`config.mk`:
```
export PLATFORM = sky130hd
export DESIGN_NAME = stm_frame_align
export DESIGN_NICKNAME = d
export VERILOG_FILES = /design/src/rtl/sfa_pkg.sv /design/src/rtl/sfa_pattern_det.sv /design/src/rtl/sfa_pos_counter.sv /design/src/rtl/sfa_frame_fsm.sv /design/src/rtl/stm_frame_align.sv
export SDC_FILE = /design/constraint.sdc
export NUM_CORES = 1
export LEC_CHECK = 0
export BUFFER_PORTS_ARGS = -buffer_cell sky130_fd_sc_hd__buf_4
export CAP_MARGIN = 10
export CORE_UTILIZATION = 61
export DETAILED_ROUTE_END_ITERATION = 6
export HOLD_SLACK_MARGIN = 0.03
export PLACE_DENSITY = 0.82
export SLEW_MARGIN = 20
export SYNTH_ARGS = -nofsm -noshare
export SYNTH_HDL_FRONTEND = slang
export SYNTH_SLANG_ARGS = --single-unit
```
`constraint.sdc`:
```
create_clock -name clk -period 2.7 [get_ports clk]
set_input_delay 0.27 -clock clk [delete_from_list [all_inputs] [get_ports clk]]
set_output_delay 0.27 -clock clk [all_outputs]
set_load 0.02 [all_outputs]
```
`src/rtl/sfa_pkg.sv`:
```
`timescale 1ns/1ps
package sfa_pkg;
   typedef enum logic [1:0] {
      ST_HUNT    = 2'd0,
      ST_PRESYNC = 2'd1,
      ST_SYNC    = 2'd2
   } sfa_state_e;
endpackage

```
`src/rtl/sfa_pattern_det.sv`:
```
`timescale 1ns/1ps
module sfa_pattern_det #(
   parameter int                DATA_W  = 8,
   parameter logic [DATA_W-1:0] A1_BYTE = 8'hF6,
   parameter logic [DATA_W-1:0] A2_BYTE = 8'h28,
   parameter int                A1_CNT  = 3,
   parameter int                A2_CNT  = 3
) (
   input  logic              clk,
   input  logic              rst,
   input  logic [DATA_W-1:0] din,
   output logic              hit
);
   localparam int PAT_LEN = A1_CNT + A2_CNT;

   // hist[0] is the previous byte, hist[PAT_LEN-2] the oldest kept
   logic [PAT_LEN-2:0][DATA_W-1:0] hist;
   logic [PAT_LEN-1:0]             eq;

   initial begin
      assert (PAT_LEN >= 3) else $fatal(1, "pattern must be at least 3 bytes");
      assert (A1_BYTE != A2_BYTE) else $fatal(1, "word bytes must differ");
   end

   always_ff @(posedge clk) begin
      if (rst) hist <= '0;
      else     hist <= {hist[PAT_LEN-3:0], din};
   end

   assign eq[PAT_LEN-1] = (din == A2_BYTE);

   for (genvar k = 0; k < PAT_LEN - 1; k++) begin : g_tap
      localparam int POS = PAT_LEN - 2 - k;
      localparam logic [DATA_W-1:0] EXP = (POS < A1_CNT) ? A1_BYTE : A2_BYTE;
      assign eq[POS] = (hist[k] == EXP);
   end

   assign hit = &eq;

   AST_HIT_SPACED: assert property (@(posedge clk) disable iff (rst)
      hit |=> !hit);
endmodule

```
`src/rtl/sfa_pos_counter.sv`:
```
`timescale 1ns/1ps
module sfa_pos_counter #(
   parameter int FRAME_LEN = 2430,
   parameter int LOAD_VAL  = 6,
   parameter int CHECK_IDX = 5,
   parameter int IDX_W     = $clog2(FRAME_LEN)
) (
   input  logic             clk,
   input  logic             rst,
   input  logic             load,
   output logic [IDX_W-1:0] idx,
   output logic             at_check
);
   localparam logic [IDX_W-1:0] LAST_I  = IDX_W'(FRAME_LEN - 1);
   localparam logic [IDX_W-1:0] LOAD_I  = IDX_W'(LOAD_VAL);
   localparam logic [IDX_W-1:0] CHECK_I = IDX_W'(CHECK_IDX);

   initial begin
      assert (FRAME_LEN > LOAD_VAL) else $fatal(1, "frame shorter than word");
      assert ((1 << IDX_W) >= FRAME_LEN) else $fatal(1, "IDX_W too small");
   end

   always_ff @(posedge clk) begin
      if (rst)                 idx <= '0;
      else if (load)           idx <= LOAD_I;
      else if (idx == LAST_I)  idx <= '0;
      else                     idx <= idx + 1'b1;
   end

   assign at_check = (idx == CHECK_I);

   AST_IDX_RANGE: assert property (@(posedge clk) disable iff (rst)
      idx <= LAST_I);
   AST_IDX_STEP: assert property (@(posedge clk) disable iff (rst)
      !load |=> ((idx == '0) ? ($past(idx) == LAST_I) : (idx == $past(idx) + 1'b1)));
   AST_LOAD_SIX: assert property (@(posedge clk) disable iff (rst)
      load |=> (idx == LOAD_I));
endmodule

```
`src/rtl/sfa_frame_fsm.sv`:
```
`timescale 1ns/1ps
module sfa_frame_fsm
   import sfa_pkg::*;
#(
   parameter int GOOD_FRAMES = 2,
   parameter int BAD_FRAMES  = 4
) (
   input  logic clk,
   input  logic rst,
   input  logic hit,
   input  logic at_check,
   output logic load,
   output logic in_frame
);
   localparam int GW = $clog2(GOOD_FRAMES + 1);
   localparam int BW = $clog2(BAD_FRAMES + 1);
   localparam logic [GW-1:0] GOOD_LAST = GW'(GOOD_FRAMES - 1);
   localparam logic [BW-1:0] BAD_LAST  = BW'(BAD_FRAMES - 1);

   sfa_state_e    state;
   logic [GW-1:0] good_cnt;
   logic [BW-1:0] bad_cnt;

   initial begin
      assert (GOOD_FRAMES >= 1) else $fatal(1, "GOOD_FRAMES must be >= 1");
      assert (BAD_FRAMES >= 1) else $fatal(1, "BAD_FRAMES must be >= 1");
   end

   assign load     = (state == ST_HUNT) && hit;
   assign in_frame = (state == ST_SYNC);

   always_ff @(posedge clk) begin
      if (rst) begin
         state    <= ST_HUNT;
         good_cnt <= '0;
         bad_cnt  <= '0;
      end else begin
         case (state)
            ST_HUNT: begin
               if (hit) begin
                  if (GOOD_FRAMES <= 1) begin
                     state   <= ST_SYNC;
                     bad_cnt <= '0;
                  end else begin
                     state    <= ST_PRESYNC;
                     good_cnt <= GW'(1);
                  end
               end
            end
            ST_PRESYNC: begin
               if (at_check) begin
                  if (!hit) begin
                     state <= ST_HUNT;
                  end else if (good_cnt == GOOD_LAST) begin
                     state   <= ST_SYNC;
                     bad_cnt <= '0;
                  end else begin
                     good_cnt <= good_cnt + 1'b1;
                  end
               end
            end
            ST_SYNC: begin
               if (at_check) begin
                  if (hit)                     bad_cnt <= '0;
                  else if (bad_cnt == BAD_LAST) state  <= ST_HUNT;
                  else                         bad_cnt <= bad_cnt + 1'b1;
               end
            end
            default: state <= ST_HUNT;
         endcase
      end
   end

   AST_LOCK_ON_HIT: assert property (@(posedge clk) disable iff (rst)
      $rose(in_frame) |-> $past(hit));
   AST_LOSS_ON_MISS: assert property (@(posedge clk) disable iff (rst)
      ($fell(in_frame) && !$past(rst)) |-> $past(at_check && !hit));
endmodule

```
`src/rtl/stm_frame_align.sv`:
```
`timescale 1ns/1ps
module stm_frame_align #(
   parameter int                DATA_W      = 8,
   parameter logic [DATA_W-1:0] A1_BYTE     = 8'hF6,
   parameter logic [DATA_W-1:0] A2_BYTE     = 8'h28,
   parameter int                A1_CNT      = 3,
   parameter int                A2_CNT      = 3,
   parameter int                FRAME_LEN   = 2430,
   parameter int                GOOD_FRAMES = 2,
   parameter int                BAD_FRAMES  = 4,
   parameter int                IDX_W       = $clog2(FRAME_LEN)
) (
   input  logic              clk,
   input  logic              rst,
   input  logic [DATA_W-1:0] din,
   output logic [IDX_W-1:0]  byte_idx,
   output logic              in_frame,
   output logic              frame_start
);
   localparam int PAT_LEN = A1_CNT + A2_CNT;

   logic hit;
   logic load;
   logic at_check;

   sfa_pattern_det #(
      .DATA_W (DATA_W), .A1_BYTE(A1_BYTE), .A2_BYTE(A2_BYTE),
      .A1_CNT (A1_CNT), .A2_CNT (A2_CNT)
   ) u_det (
      .clk(clk), .rst(rst), .din(din), .hit(hit)
   );

   sfa_pos_counter #(
      .FRAME_LEN(FRAME_LEN), .LOAD_VAL(PAT_LEN),
      .CHECK_IDX(PAT_LEN - 1), .IDX_W(IDX_W)
   ) u_cnt (
      .clk(clk), .rst(rst), .load(load), .idx(byte_idx), .at_check(at_check)
   );

   sfa_frame_fsm #(
      .GOOD_FRAMES(GOOD_FRAMES), .BAD_FRAMES(BAD_FRAMES)
   ) u_fsm (
      .clk(clk), .rst(rst), .hit(hit), .at_check(at_check),
      .load(load), .in_frame(in_frame)
   );

   assign frame_start = in_frame && (byte_idx == '0);

   AST_START_SINGLE: assert property (@(posedge clk) disable iff (rst)
      frame_start |=> !frame_start);
   AST_NO_RELOAD_LOCKED: assert property (@(posedge clk) disable iff (rst)
      (in_frame && !at_check) |=> (byte_idx != '0 || $past(byte_idx) == IDX_W'(FRAME_LEN - 1)));
endmodule

```
==> metrics <==
Die Area 4060 µm²; Setup TNS Final 0 ns; Seq cells post-synth 59; Leak 1.11 nW; Total GRT Usage 0.232; pin count of the biggest net entering global routing 52; Antenna Nets Post-Route 0; Max Cap Viol 0; worst hold path type input port to register; first-pass GRT wire length 6.92 mm; Yosys warning count 0; detailed router's first-iteration violation count 70; Place WS 0.605 ns; Worst setup SP type register; post-synth net total 242; CP max FO 9; GPL Wtd Cong 0.756; Synth async-reset ratio 0; Nets 269; Slew headroom 0.613; slowest cell delay on critical path 0.52 ns; Post-synth top cells dfxtp_1 (59), nor2b_1 (40), nor2_1 (13); worst-margin pin slew 0.576 ns; drt total wl 4.09 mm; power density cells 656 nW/µm²; 1st-pass router iterations 4; most instantiated library cell after synthesis dfxtp_1; Hold Vio Cnt, Final 0; Area Growth Syn to Fin 18.0%; Syn Inst Count 222; critical path class register to register; post-detail-place hpwl 2.70 mm; Setup violations, final 0; area leader, netlist dfxtp_1; sequential share of the synthesized area 0.508; Slew Limit Fails 0; Vias 1588; commonest register cell after synthesis dfxtp_1; starting density of the core 0.635; Clk Latency, worst-skew pair 0.33 ns; hold_buf cts 0; CTS tree built; clk buf depth 2; grt ovf 0; setup repair bufs after CTS 0; cell area after synthesis 2330 µm²; post-cts resize count 0; Clock H-tree levels 3; die span in y 63.8 µm; Final period util 0.798; Buf+Inv Stages, Crit Path 0; worst path arrival time 2.35 ns; core area 3660 µm²; layout cells sized above 1 0.209; Worst-path clk slew 0.06 ns; CTS root buf clkbuf_8; detailed-route wire length per cell 13.5 µm; clk sink count 59; CP Data Required Time 2.90 ns; I/O pins 24; CP delay by family, top compound AO/OA/AOI/OAI gates; ant diodes 0; largest cells by area after synthesis dfxtp_1 (51%), nor2b_1 (11%), ha_1 (5.4%), xor2_1 (3.8%), nor4b_2 (2.6%); Post-synth EDFFs 0; Synth top area share 0.508; drt drc 0; worst path cell trace ha_1 -> nor4b_2 -> nand4_1 -> o21ai_0 -> o2111a_1 -> o32ai_1; Max rail drop VDD 486 µV; IO buf count 23; critical path capture point type register; Max Freq 464 MHz; unrepaired setup endpoints after global routing no; final worst slack 0.546 ns; Setup Skew 0.00374 ns; synth unique cells 39; initial antenna violation count 0; CTS Buf Count 9; row count 22; Mean Syn Cell Area 10.5 µm²; Die W 63.8 µm; crit path time final 2.15 ns; routed vias/inst 5.26; Worst path slowest cell dfxtp_1; status complete, no violations; number of global-route vias before repair 1519
-- placed cells by master, fill, tap and decap left out, types with 2 or more instances in the layout --
master    count
a21oi_1       3
and3_1        3
and4_1        4
and4b_1       3
buf_4        23
clkbuf_8     12
clkinv_2      2
dfxtp_1      59
ha_1         10
inv_1        10
mux2i_1       2
nand2_1       9
nand2b_1      4
nand3_1       5
nand4_1       8
nor2_1       13
nor2b_1      40
nor3_1        3
nor4_2        2
nor4b_2       4
nor4bb_1      2
o22ai_1       3
o32ai_1       2
xor2_1       10
-- flip-flops by register name, summed over array words and instances, names as in the netlist --
signal	flops
u_fsm.good_cnt	2
u_cnt.idx	12
u_fsm.state	2
u_det.hist	40
u_fsm.bad_cnt	3
-- layout make-up --
type,instances,area [µm²]
repair buffers,23,173
clock buffers,12,165
clock inverters,4,47.5
well taps,48,60.1
multi-input cells,146,1080
inverters,10,37.5
fillers,271,916
flip-flops and latches,59,1180
-- stage by stage --
stage | std cells | instance area, µm² | hold WS, ns | utilization | total power (W)
4_1_cts | 302 | 2750 | 0.148 | 0.750 | 0.00182
5_1_grt | 302 | 2750 | 0.160 | 0.750 | 0.00188
2_1_floorplan | 222 | 2330 | 0.398 | - | 0.000968
3_5_place_dp | 286 | 2530 | 0.444 | 0.692 | 0.000997
6_report | 302 | 2750 | 0.158 | 0.750 | 0.00180
3_3_place_gp | 286 | 2530 | 0.442 | 0.692 | 0.000996
-- report_power, final --
group | switching, W | leakage (nW) | internal, W | total (W)
Clock | 0.000325 | 0.108 | 0.000498 | 0.000823
Combinational | 0.0000359 | 0.518 | 0.0000338 | 0.0000696
Sequential | 0.0000172 | 0.480 | 0.000892 | 0.000909
Total | 0.000378 | 1.11 | 0.00142 | 0.00180
-- metal layers --
| layer | track usage | share of wire | vias up | wire, µm |
|---|---|---|---|---|
| met5 | 0 | 0 | - | 0 |
| met4 | 0.136 | 0.021 | 0 | 87 |
| met3 | 0.0696 | 0.034 | 8 | 141 |
| met2 | 0.374 | 0.49 | 31 | 2000 |
| met1 | 0.271 | 0.45 | 724 | 1860 |
| li1 | - | - | 825 | - |
-- cell families after synthesis --
logic type,synth area share
xor+xnor,0.0377
fa+ha+maj,0.0538
mux,0.00861
simple gates,0.309
compound gates,0.0554
flops,0.508
buf+inv,0.0274
-- worst paths after layout --
check                 startpoint               end  slack (ns)  cells past startpoint
setup / recovery    u_cnt.idx[0]  u_fsm.bad_cnt[2]        0.55                      6
hold / removal            din[3]     u_det.hist[3]        0.16                      2
setup reg to reg    u_cnt.idx[0]  u_fsm.bad_cnt[2]        0.55                      6
hold reg to reg   u_det.hist[12]    u_det.hist[20]        0.46                      1
Note: power is estimated with default switching activity, not from simulation.
